==> config.mk <==
export PLATFORM = sky130hd
export DESIGN_NAME = ddr_opstate_seq
export DESIGN_NICKNAME = d
export VERILOG_FILES = /design/src/rtl/ddr_seq_pkg.sv /design/src/rtl/ddr_seq_ctrl.sv /design/src/rtl/ddr_seq_dpath.sv /design/src/rtl/ddr_opstate_seq.sv
export SDC_FILE = /design/constraint.sdc
export NUM_CORES = 1
export LEC_CHECK = 0
export ABC_CLOCK_PERIOD_IN_PS = 1800
export BUFFER_PORTS_ARGS = -buffer_cell sky130_fd_sc_hd__clkbuf_2
export CAP_MARGIN = 10
export CORE_AREA = 2 2 39 41
export CTS_CLUSTER_SIZE = 14
export DETAILED_ROUTE_END_ITERATION = 8
export DIE_AREA = 0 0 41 43
export PLACE_DENSITY_LB_ADDON = 0.05
export SLEW_MARGIN = 20
export SYNTH_ARGS = -nofsm -noshare
export SYNTH_HDL_FRONTEND = slang
export SYNTH_HIERARCHICAL = 1
export SYNTH_SLANG_ARGS = --single-unit
==> constraint.sdc <==
create_clock -name clk -period 1.8 [get_ports clk]
set_input_delay 0.18 -clock clk [delete_from_list [all_inputs] [get_ports clk]]
set_output_delay 0.18 -clock clk [all_outputs]
set_load 0.05 [all_outputs]
==> src/rtl/ddr_seq_pkg.sv <==
package ddr_seq_pkg;

  localparam int STATE_W = 3;
  localparam int CMD_W   = 3;
  localparam int TRIG_W  = 3;
  localparam int STATUS_W = TRIG_W + 1 + STATE_W;
  localparam int TRIG_SW_BIT = 0;
  localparam int TRIG_HW_BIT = 1;

  typedef enum logic [CMD_W-1:0] {
    CMD_INIT  = 3'd0,
    CMD_CFG   = 3'd1,
    CMD_GO    = 3'd2,
    CMD_SLEEP = 3'd3,
    CMD_WAKE  = 3'd4
  } seq_cmd_e;

  typedef enum logic [STATE_W-1:0] {
    ST_INIT_MEM = 3'd0,
    ST_CONFIG   = 3'd1,
    ST_CFG_REQ  = 3'd2,
    ST_ACCESS   = 3'd3,
    ST_ACC_REQ  = 3'd4,
    ST_LOWPWR   = 3'd5,
    ST_LP_ENTER = 3'd6,
    ST_LP_EXIT  = 3'd7
  } seq_state_e;

  typedef struct packed {
    logic       loadState;
    seq_state_e nextState;
    logic       setTrigSw;
    logic       setTrigHw;
    logic       clrTrig;
    logic       raiseSr;
    logic       dropSr;
  } seq_strobe_t;

endpackage

==> src/rtl/ddr_seq_ctrl.sv <==
module ddr_seq_ctrl
  import ddr_seq_pkg::*;
(
  input  seq_state_e        curState,
  input  logic              cmdValid,
  input  logic [CMD_W-1:0]  cmdCode,
  input  logic              hwLpEnable,
  input  logic              hwIdleReq,
  input  logic              srEntryAck,
  input  logic              srExitAck,
  input  logic              dllLocked,
  output seq_strobe_t       strobe
);

  logic isCfg, isGo, isSleep, isWake, hwSleep;

  always_comb begin
    isCfg   = cmdValid && (cmdCode == CMD_CFG);
    isGo    = cmdValid && (cmdCode == CMD_GO);
    isSleep = cmdValid && (cmdCode == CMD_SLEEP);
    isWake  = cmdValid && (cmdCode == CMD_WAKE);
    hwSleep = hwLpEnable && hwIdleReq;
  end

  always_comb begin
    strobe = '0;
    strobe.nextState = curState;
    unique case (curState)
      ST_INIT_MEM: if (isCfg) begin
        strobe.loadState = 1'b1;
        strobe.nextState = ST_CFG_REQ;
      end
      ST_CFG_REQ: begin
        strobe.loadState = 1'b1;
        strobe.nextState = ST_CONFIG;
      end
      ST_CONFIG: if (isGo) begin
        strobe.loadState = 1'b1;
        strobe.nextState = ST_ACC_REQ;
      end
      ST_ACC_REQ: begin
        strobe.loadState = 1'b1;
        strobe.nextState = ST_ACCESS;
      end
      ST_ACCESS: if (isSleep || hwSleep) begin
        strobe.loadState = 1'b1;
        strobe.nextState = ST_LP_ENTER;
        strobe.raiseSr   = 1'b1;
        strobe.setTrigSw = isSleep;
        strobe.setTrigHw = !isSleep;
      end
      ST_LP_ENTER: if (srEntryAck) begin
        strobe.loadState = 1'b1;
        strobe.nextState = ST_LOWPWR;
      end
      ST_LOWPWR: if (isWake) begin
        strobe.loadState = 1'b1;
        strobe.nextState = ST_LP_EXIT;
        strobe.clrTrig   = 1'b1;
        strobe.dropSr    = 1'b1;
      end
      ST_LP_EXIT: if (srExitAck && dllLocked) begin
        strobe.loadState = 1'b1;
        strobe.nextState = ST_ACCESS;
      end
      default: ;
    endcase
  end

endmodule

==> src/rtl/ddr_seq_dpath.sv <==
module ddr_seq_dpath
  import ddr_seq_pkg::*;
(
  input  logic                clk,
  input  logic                rstN,
  input  seq_strobe_t         strobe,
  output seq_state_e          curState,
  output logic [TRIG_W-1:0]   trigField,
  output logic                srReqQ,
  output logic                ckeQ
);

  always_ff @(posedge clk or negedge rstN) begin
    if (!rstN) begin
      curState <= ST_INIT_MEM;
      ckeQ     <= 1'b1;
    end else if (strobe.loadState) begin
      curState <= strobe.nextState;
      ckeQ     <= (strobe.nextState != ST_LOWPWR);
    end
  end

  always_ff @(posedge clk or negedge rstN) begin
    if (!rstN) begin
      trigField <= '0;
    end else if (strobe.clrTrig) begin
      trigField <= '0;
    end else if (strobe.setTrigSw) begin
      trigField <= TRIG_W'(1) << TRIG_SW_BIT;
    end else if (strobe.setTrigHw) begin
      trigField <= TRIG_W'(1) << TRIG_HW_BIT;
    end
  end

  always_ff @(posedge clk or negedge rstN) begin
    if (!rstN) begin
      srReqQ <= 1'b0;
    end else if (strobe.raiseSr) begin
      srReqQ <= 1'b1;
    end else if (strobe.dropSr) begin
      srReqQ <= 1'b0;
    end
  end

  AST_TRIG_ONEHOT0: assert property (@(posedge clk) disable iff (!rstN)
    $onehot0(trigField)) else $error("trigger field has several sources");

  AST_SR_FOLLOWS_TRIG: assert property (@(posedge clk) disable iff (!rstN)
    (trigField != '0) |-> srReqQ) else $error("trigger set without request");

endmodule

==> src/rtl/ddr_opstate_seq.sv <==
module ddr_opstate_seq
  import ddr_seq_pkg::*;
(
  input  logic                 clk,
  input  logic                 rstN,
  input  logic                 cmdValid,
  input  logic [CMD_W-1:0]     cmdCode,
  input  logic                 hwLpEnable,
  input  logic                 hwIdleReq,
  input  logic                 srEntryAck,
  input  logic                 srExitAck,
  input  logic                 dllLocked,
  output logic [STATUS_W-1:0]  statusWord,
  output logic                 srReq,
  output logic                 ckeEn
);

  seq_strobe_t        strobe;
  seq_state_e         curState;
  logic [TRIG_W-1:0]  trigField;

  ddr_seq_ctrl u_ctrl (
    .curState   (curState),
    .cmdValid   (cmdValid),
    .cmdCode    (cmdCode),
    .hwLpEnable (hwLpEnable),
    .hwIdleReq  (hwIdleReq),
    .srEntryAck (srEntryAck),
    .srExitAck  (srExitAck),
    .dllLocked  (dllLocked),
    .strobe     (strobe)
  );

  ddr_seq_dpath u_dpath (
    .clk       (clk),
    .rstN      (rstN),
    .strobe    (strobe),
    .curState  (curState),
    .trigField (trigField),
    .srReqQ    (srReq),
    .ckeQ      (ckeEn)
  );

  assign statusWord = {trigField, 1'b0, curState};

  logic [STATE_W-1:0] stView;
  assign stView = statusWord[STATE_W-1:0];

  AST_SR_ONLY_IN_LP: assert property (@(posedge clk) disable iff (!rstN)
    srReq |-> (stView == ST_LP_ENTER || stView == ST_LOWPWR)) else $error("stray request");

  AST_ENTRY_WAITS_ACK: assert property (@(posedge clk) disable iff (!rstN)
    (stView == ST_LP_ENTER && !srEntryAck) |=> (stView == ST_LP_ENTER)) else $error("left entry early");

  AST_EXIT_WAITS_LOCK: assert property (@(posedge clk) disable iff (!rstN)
    (stView == ST_LP_EXIT && !(srExitAck && dllLocked)) |=> (stView == ST_LP_EXIT)) else $error("left exit early");

  AST_ACCESS_VIA_REQ: assert property (@(posedge clk) disable iff (!rstN)
    (stView != ST_ACCESS && stView != ST_ACC_REQ && stView != ST_LP_EXIT) |=> (stView != ST_ACCESS)) else $error("access without request state");

  AST_CKE_TRACKS_LP: assert property (@(posedge clk) disable iff (!rstN)
    ckeEn == (stView != ST_LOWPWR)) else $error("clock enable mismatch");

  AST_TRIG_EMPTY_OUTSIDE_LP: assert property (@(posedge clk) disable iff (!rstN)
    (stView != ST_LP_ENTER && stView != ST_LOWPWR) |-> (statusWord[STATUS_W-1:STATE_W+1] == '0)) else $error("stale trigger");

  AST_CONFIG_HOLDS: assert property (@(posedge clk) disable iff (!rstN)
    (stView == ST_CONFIG && !(cmdValid && cmdCode == CMD_GO)) |=> (stView == ST_CONFIG)) else $error("config left without GO");

endmodule

## Yosys cells after proc, flatten, opt, wreduce, memory -nomap -nowiden

Cells that the tools add are included.

- Multiplexer cells: 17
- Equal/unequal tests: 12
- Reductions and logical operators: 11

Operator list:

| kind | count |
|---|---|
| 4-bit case mux with 8 select lines | 1 |
| 4-bit two-way mux | 5 |
| 3-bit == test, second input constant | 5 |
| 3-bit by 2-bit == test with 1-bit output, second input constant | 4 |
| 3-bit two-way mux | 3 |
| 3-bit by 1-bit == test with 1-bit output, second input constant | 2 |
| 1-bit logical AND | 6 |
| 1-bit two-way mux | 6 |
| 6-bit two-way mux | 1 |
| 3-bit zero test | 1 |
| 3-bit inequality test, second input constant | 1 |
| 3-bit nonzero test | 1 |
| 2-bit two-way mux | 1 |
| 2-bit nonzero test | 1 |
| 1-bit zero test | 1 |
| 1-bit logical OR | 1 |

- Input bits: 11
- Register bits: 8
- Logic and storage cells: 44

## Logic depth before layout (Yosys ltp)

Gate-level depths: netlist of run 1.

- Depth in word-level cells: 8
- Gate-level depth with buffers: 7
- Gate-level depth less buffers: 6

## By module

The synthesis of run 1 kept the hierarchy.

Modules (own cells, without submodules):

| module | times used | area an instance (um^2) | cells each |
|---|---|---|---|
| ddr_seq_dpath | 1 | 271.5 | 23 |
| ddr_seq_ctrl | 1 | 214.0 | 35 |
| ddr_opstate_seq | 1 | 11.3 | 2 |

## Worst setup path before layout of run 1

No wires, ideal clock.

- Path type: flip-flop to flip-flop
- From: register u_dpath.curState[0]
- To: register u_dpath.curState[0]
- Data required time: 1.675 ns
- Arrival: 1.759 ns
- Setup slack: -0.084 ns
- Clock period less this slack: 1.884 ns
- Buffers on the path: 1
- Stages on the path, launching flop included: 7
- Cells stage by stage: dfrtp_1 > buf_6 > nand4b_1 > o31a_2 > o32ai_1 > a211o_1 > mux2_2

RTL lines:

| what | line | text |
|---|---|---|
| from (decl) | ddr_seq_dpath.sv:7 | `output seq_state_e curState,` |
| from (signal assigned) | ddr_seq_dpath.sv:18 | `curState <= strobe.nextState;` |

==> out/qor.txt, run 1 <==
RSZ-0062 raised after global routing = no
Final setup viols = 0
Core ar. = 0.001384 sq mm
H-tree levels = 1
total grt overflow = 0
Max Buffers Root-to-Sink = 2
Net Sw Power = 545.4 uW
# DRC = 0
worst slack at placement = 0.1853 ns
Leak Pwr = 0.2835 nW
combinational share of power = 56.8%
Final Slew Violations = 0
Die H = 43 um
busiest layer in global routing = met2
post-synth net total = 71
fin area = 608.1 sq um
synthesized area per cell = 8.279 sq um
M1 GR Usage = 18.39%
status = completed
setup bufs post-CTS = 0
critical path arrival = 1.75 ns
Clock Skew = 0.001246 ns
grt met2 use = 21.56%
commonest cells in the synthesized netlist = inv_1 (7), dfrtp_1 (6), nand2_1 (6), nor2_1 (6), buf_4 (4)
pwr/cell area = 1723 mW/mm^2
IO Count = 20
setup_tns = 0 ns
CP max FO = 7
DRT antenna net count = 0
total track usage = 14.74%
CTS root buf = clkbuf_4
site row count = 14
routed vias = 466
Tcrit/Tclk final = 89.94%
number of diodes = 0
routed vias/inst = 4.957
final worst slack = 0.1810 ns
ys async rst share = 100.0%
TritonCTS clock tree = built
routability cong. = 0.6975
count leader, synth = inv_1
WL per Instance = 11.76 um
number of synthesized register bits = 7
share of cells above drive strength 1 = 37.18%
Die ar. = 0.001763 sq mm
cells after synthesis = 60
detailed placement HPWL = 902.8 um
Int Pwr = 502.4 uW
Yosys top cell by area = dfrtp_1
peak supply drop = 0.9570 mV
top achievable clock speed = 0.6177 GHz
initial antenna violation count = 0
Die Wd = 41 um
largest net degree at the start of global routing = 12
yosys warns = 6
GR Layer Usage met3 = 1.571%
Max stage delay on crit path = 0.44 ns
Clk pwr share = 13.2%
synth-to-layout area growth = 22.42%
Final Hold Vio Count = 0
cts bufs inserted = 3
Worst EP required = 1.93 ns
Cell Chain, Critical Path = o31a_2, o32ai_1, a211o_1, mux2_2
path category of the worst min-delay check = in2async
Yosys cell types = 29
Cell Area, Synth = 496.7 sq um
Seq pwr share = 30.0%
Setup crit end kind = flop
vias in the first global route = 429
first-pass GRT wire length = 1704 um
Post-synth EDFFs = 0
synth top area cells = dfrtp_1 (30%), buf_4 (6.0%), dfstp_2 (5.3%)
CTS Sinks = 7
clock latency on the worst-skew pair = 0.25 ns
Layout fillers = 161
Initial Util = 35.90%
cts repair resizes = 0
fin nets = 90
top-area cell type share of the netlist area = 30.23%
First-pass DRT Iterations = 2
Tmin final = 1.619 ns
I/O Buffers = 17
Crit Path Class = reg2reg
Crit-path slowest cell = dfrtp_2
post-route core utilization = 43.94%
Routed WL = 1105 um
Post-Place Cell Area = 571.8 sq um
Main synth FF type = dfrtp_1
max-cap viol count = 0
Setup crit start kind = flop
sequential cell area fraction in the yosys report = 35.52%
DR iter-0 viols = 6
Clk pin slew, worst setup/hold paths = 0.05 ns
switch share = 52.05%
## cells in the final DEF (no fill, tap or decap), drive strengths merged
cell type and count:
o221ai 1, and4b 1, o22ai 1, buf 1, dlygate4sd3 1, nand4 1, o32ai 1, a21oi 2
mux2 2, o21ai 2, dfstp 1, dfrtp 6, o32a 1, nand3 3, a311oi 1, o21bai 1
nor3b 1, nand4b 1, clkbuf 21, o31a 1, nand2b 2, nor2 6, nand2 6, a211oi 1
conb 2, a21o 1, inv 7, nor3 2, a211o 1
## final timing paths
path	from	end	slack, ns	cells after the start
min	rstN	u_dpath/trigField[1]$_DFFE_PN0P_	0.30	2
max reg2reg	u_dpath/curState[0]$_DFFE_PN0P_	u_dpath/curState[0]$_DFFE_PN0P_	0.18	4
min reg2reg	u_dpath/srReqQ$_DFFE_PN0P_	u_dpath/srReqQ$_DFFE_PN0P_	0.48	1
max	u_dpath/curState[0]$_DFFE_PN0P_	u_dpath/curState[0]$_DFFE_PN0P_	0.18	4
max in group asynchronous	rstN	u_dpath/ckeQ$_DFFE_PN1P_	1.27	2
min in group clk	hwIdleReq	u_dpath/trigField[1]$_DFFE_PN0P_	0.32	5
## kinds of logic after synthesis
kind of cell / share of synthesized area, %
AOI/OAI and AO/OA: 21.67
buffers and inverters: 13.60
DFF: 35.52
muxes: 4.534
other: 1.512
and+or+nand+nor: 23.17
## stage by stage
step / std cells / hold slack [ns] / total power, mW
2_1_floorplan: 60 / -0.1156 / 0.7968
3_3_place_gp: 89 / 0.02533 / 0.9162
3_5_place_dp: 89 / 0.02895 / 0.9141
4_1_cts: 94 / 0.2995 / 1.063
5_1_grt: 94 / 0.3193 / 1.122
6_report: 94 / 0.2981 / 1.048
## sequential cells by signal (all words and copies together), names as in the netlist
signal / count
u_dpath/ckeQ: 1
u_dpath/trigField: 2
u_dpath/srReqQ: 1
u_dpath/curState: 3
## layer usage
layer  vias up  part of all wire [%]
met2        10                    49
met5         -                     0
li1        239                     -
met3         2                   3.3
met1       215                    47
met4         0                   1.1
## critical path, delay by kind of cell (launching register included)
kind | cells | cell delay (ns)
compound gates | 3 | 0.71
flops | 1 | 0.44
mux | 1 | 0.34
## repair_timing
action                                  CTS  global route
hold buffers                              1             0
endpoints found under the hold margin     7             0
endpoints found under the setup margin    0             0
## power by group through the flow
stage	combinational (mW)	sequential [mW]	clock, mW
after floorplan	0.274	0.523	0
after global placement	0.598	0.318	0
after detailed placement	0.596	0.318	0
after CTS	0.600	0.315	0.147
after global routing	0.639	0.329	0.154
final	0.595	0.314	0.139
## cell type report
cell class / instances / area, sq um / share of cell area [%]
clock buffers: 4 / 26.28 / 4.321
repair buffers: 19 / 102.6 / 16.87
flip-flops and latches: 7 / 180.2 / 29.63
multi-input cells: 41 / 252.7 / 41.56
well taps: 16 / 20.02 / 3.292
inverters: 7 / 26.28 / 4.321
No activity file was read; power rests on OpenSTA's default activity.
==> inputs of run 2 (changes only) <==
--- a/config.mk
+++ b/config.mk
@@ -13,6 +13,7 @@
 export DETAILED_ROUTE_END_ITERATION = 8
 export DIE_AREA = 0 0 41 43
 export PLACE_DENSITY_LB_ADDON = 0.05
+export REMOVE_ABC_BUFFERS = 1
 export SLEW_MARGIN = 20
 export SYNTH_ARGS = -nofsm -noshare
 export SYNTH_HDL_FRONTEND = slang
==> out/qor.txt, run 2 (same netlist as run 1, synthesis figures left out) <==
Cell Count, Final, Fillers Out = 95 (+1.1%)
total grt overflow = 0 (unchanged)
DRT antenna net count = 0 (unchanged)
I/O Buffers = 17 (unchanged)
fin area = 611.8 sq um (+0.62%)
WL per Instance = 10.68 um (-9.1%)
Final Slew Violations = 0 (unchanged)
CTS Sinks = 7 (unchanged)
Die Wd = 41 um (unchanged)
RSZ-0062 raised after global routing = no
Regs by FF count = u_dpath/curState (3), u_dpath/trigField (2)
number of diodes = 0 (unchanged)
status = completed
CP max FO = 7 (unchanged)
Cell Chain, Critical Path = o31a_2, o32ai_1, a211o_1, mux2_2
Tcrit/Tclk final = 92.09% (+2.2 points)
share of cells above drive strength 1 = 34.18% (-3.0 points)
detailed placement HPWL = 852.2 um (-5.6%)
Setup crit start kind = flop
Clk pin slew, worst setup/hold paths = 0.05 ns (about the same)
synth-to-layout area growth = 23.17%
Leak Pwr = 0.2921 nW (+3.0%)
site row count = 14 (unchanged)
hold buffer count at CTS = 1 (unchanged)
Core ar. = 0.001384 sq mm (unchanged)
routed vias/inst = 5.137 (+3.6%)
total track usage = 14.43% (-0.30 points)
Initial Util = 35.90% (unchanged)
max-cap viol count = 0 (unchanged)
IO Count = 20 (unchanged)
Worst EP required = 1.92 ns (about the same)
top achievable clock speed = 0.6032 GHz (-2.3%)
clock latency on the worst-skew pair = 0.24 ns (about the same)
cts repair resizes = 0 (unchanged)
setup bufs post-CTS = 0 (unchanged)
placed insts = 90 (+1.1%)
Crit Path Class = reg2reg
Final setup viols = 0 (unchanged)
Final Hold Vio Count = 0 (unchanged)
cts bufs inserted = 3 (unchanged)
largest net degree at the start of global routing = 12 (unchanged)
vias in the first global route = 440 (+2.6%)
Clock Skew = 0.003104 ns (+0.001858 ns)
pwr/cell area = 1716 mW/mm^2 (-0.42%)
TritonCTS clock tree = built
minimum hold slack = 0.3025 ns (+0.004391 ns)
# DRC = 0 (unchanged)
Die H = 43 um (unchanged)
Max Buffers Root-to-Sink = 2 (unchanged)
Tmin final = 1.658 ns (+0.03871 ns)
H-tree levels = 1 (unchanged)
DR iter-0 viols = 13 (+7)
Largest register FFs = 3 (unchanged)
fin nets = 91 (+1.1%)
routability cong. = 0.7257 (+4.0%)
path category of the worst min-delay check = in2async
Routed WL = 1015 um (-8.1%)
peak supply drop = 0.6364 mV (-34%)
Crit-path slowest cell = dfrtp_1
first-pass GRT wire length = 1766 um (+3.6%)
Post-Place Cell Area = 575.6 sq um (+0.66%)
Die ar. = 0.001763 sq mm (unchanged)
Max stage delay on crit path = 0.45 ns (about the same)
routed vias = 488 (+4.7%)
commonest non-fill, non-tap cell in the layout = clkbuf_2
Setup crit end kind = flop
initial antenna violation count = 0 (unchanged)
largest register by flop count = u_dpath/curState
commonest non-fill, non-tap cells in the layout = clkbuf_2 (17), inv_1 (7), nor2_1 (6), nand2_1 (6), dfrtp_1 (6)
First-pass DRT Iterations = 4 (+2)
CTS root buf = clkbuf_4
critical path arrival = 1.78 ns (+0.03 ns)
[run 2: changes by cell type in the layout (fill, tap and decap cells not counted), sizes merged]
cell / delta
buf: +1
[run 2: where the power goes]
| group | leakage, nW | internal [mW] | total [mW] | switching (mW) |
|---|---|---|---|---|
| Combinational | 0.196 | 0.189 | 0.610 | 0.421 |
| Sequential | 0.0806 | 0.232 | 0.304 | 0.0715 |
| Clock | 0.0150 | 0.0842 | 0.136 | 0.0517 |
[run 2: final timing paths]
path                                                      start                                to  slack, ns  cells past startpoint
worst min register to register       u_dpath/srReqQ$_DFFE_PN0P_        u_dpath/srReqQ$_DFFE_PN0P_       0.49                      1
min in group clk                                      hwIdleReq  u_dpath/trigField[1]$_DFFE_PN0P_       0.33                      5
worst max-delay path            u_dpath/curState[0]$_DFFE_PN0P_   u_dpath/curState[0]$_DFFE_PN0P_       0.14                      4
worst min-delay path                                       rstN   u_dpath/curState[1]$_DFFE_PN0P_       0.30                      2
max in group asynchronous                                  rstN          u_dpath/ckeQ$_DFFE_PN1P_       1.27                      2
worst max register to register  u_dpath/curState[0]$_DFFE_PN0P_   u_dpath/curState[0]$_DFFE_PN0P_       0.14                      4
[run 2: layout make-up]
class	instances	area, sq um
clock buffers	4	26.28
inverters	7	26.28
well taps	16	20.02
repair buffers	20	110.1
fillers	136	772.0
flip-flops and latches	7	176.4
multi-input cells	41	252.7
[run 2: layer usage]
| layer | share of wire, % | GRT usage (%) | vias to the layer above | routed length, um |
|---|---|---|---|---|
| met5 | 0 | 0 | - | 0 |
| met4 | 0 | 4.000 | 0 | 0 |
| met3 | 3.3 | 4.712 | 0 | 33 |
| met2 | 48 | 20.31 | 9 | 490 |
| met1 | 48 | 20.74 | 233 | 490 |
| li1 | - | - | 246 | - |
[run 2: critical path, delay by kind of cell (launching register included)]
family,cells,cell delay (ns)
AOI/OAI and AO/OA,3,0.74
DFF,1,0.45
muxes,1,0.35
[run 2: through the flow]
stage	power [mW]	utilization, %	worst slack [ns]	TNS, ns
floorplan	0.7567	-	-0.08210	-0.2151
global placement	0.9225	41.59	0.1526	0
detailed placement	0.9154	41.59	0.1654	0
CTS	1.059	44.21	0.1502	0
global route	1.140	44.21	0.02234	0
finish	1.050	44.21	0.1423	0
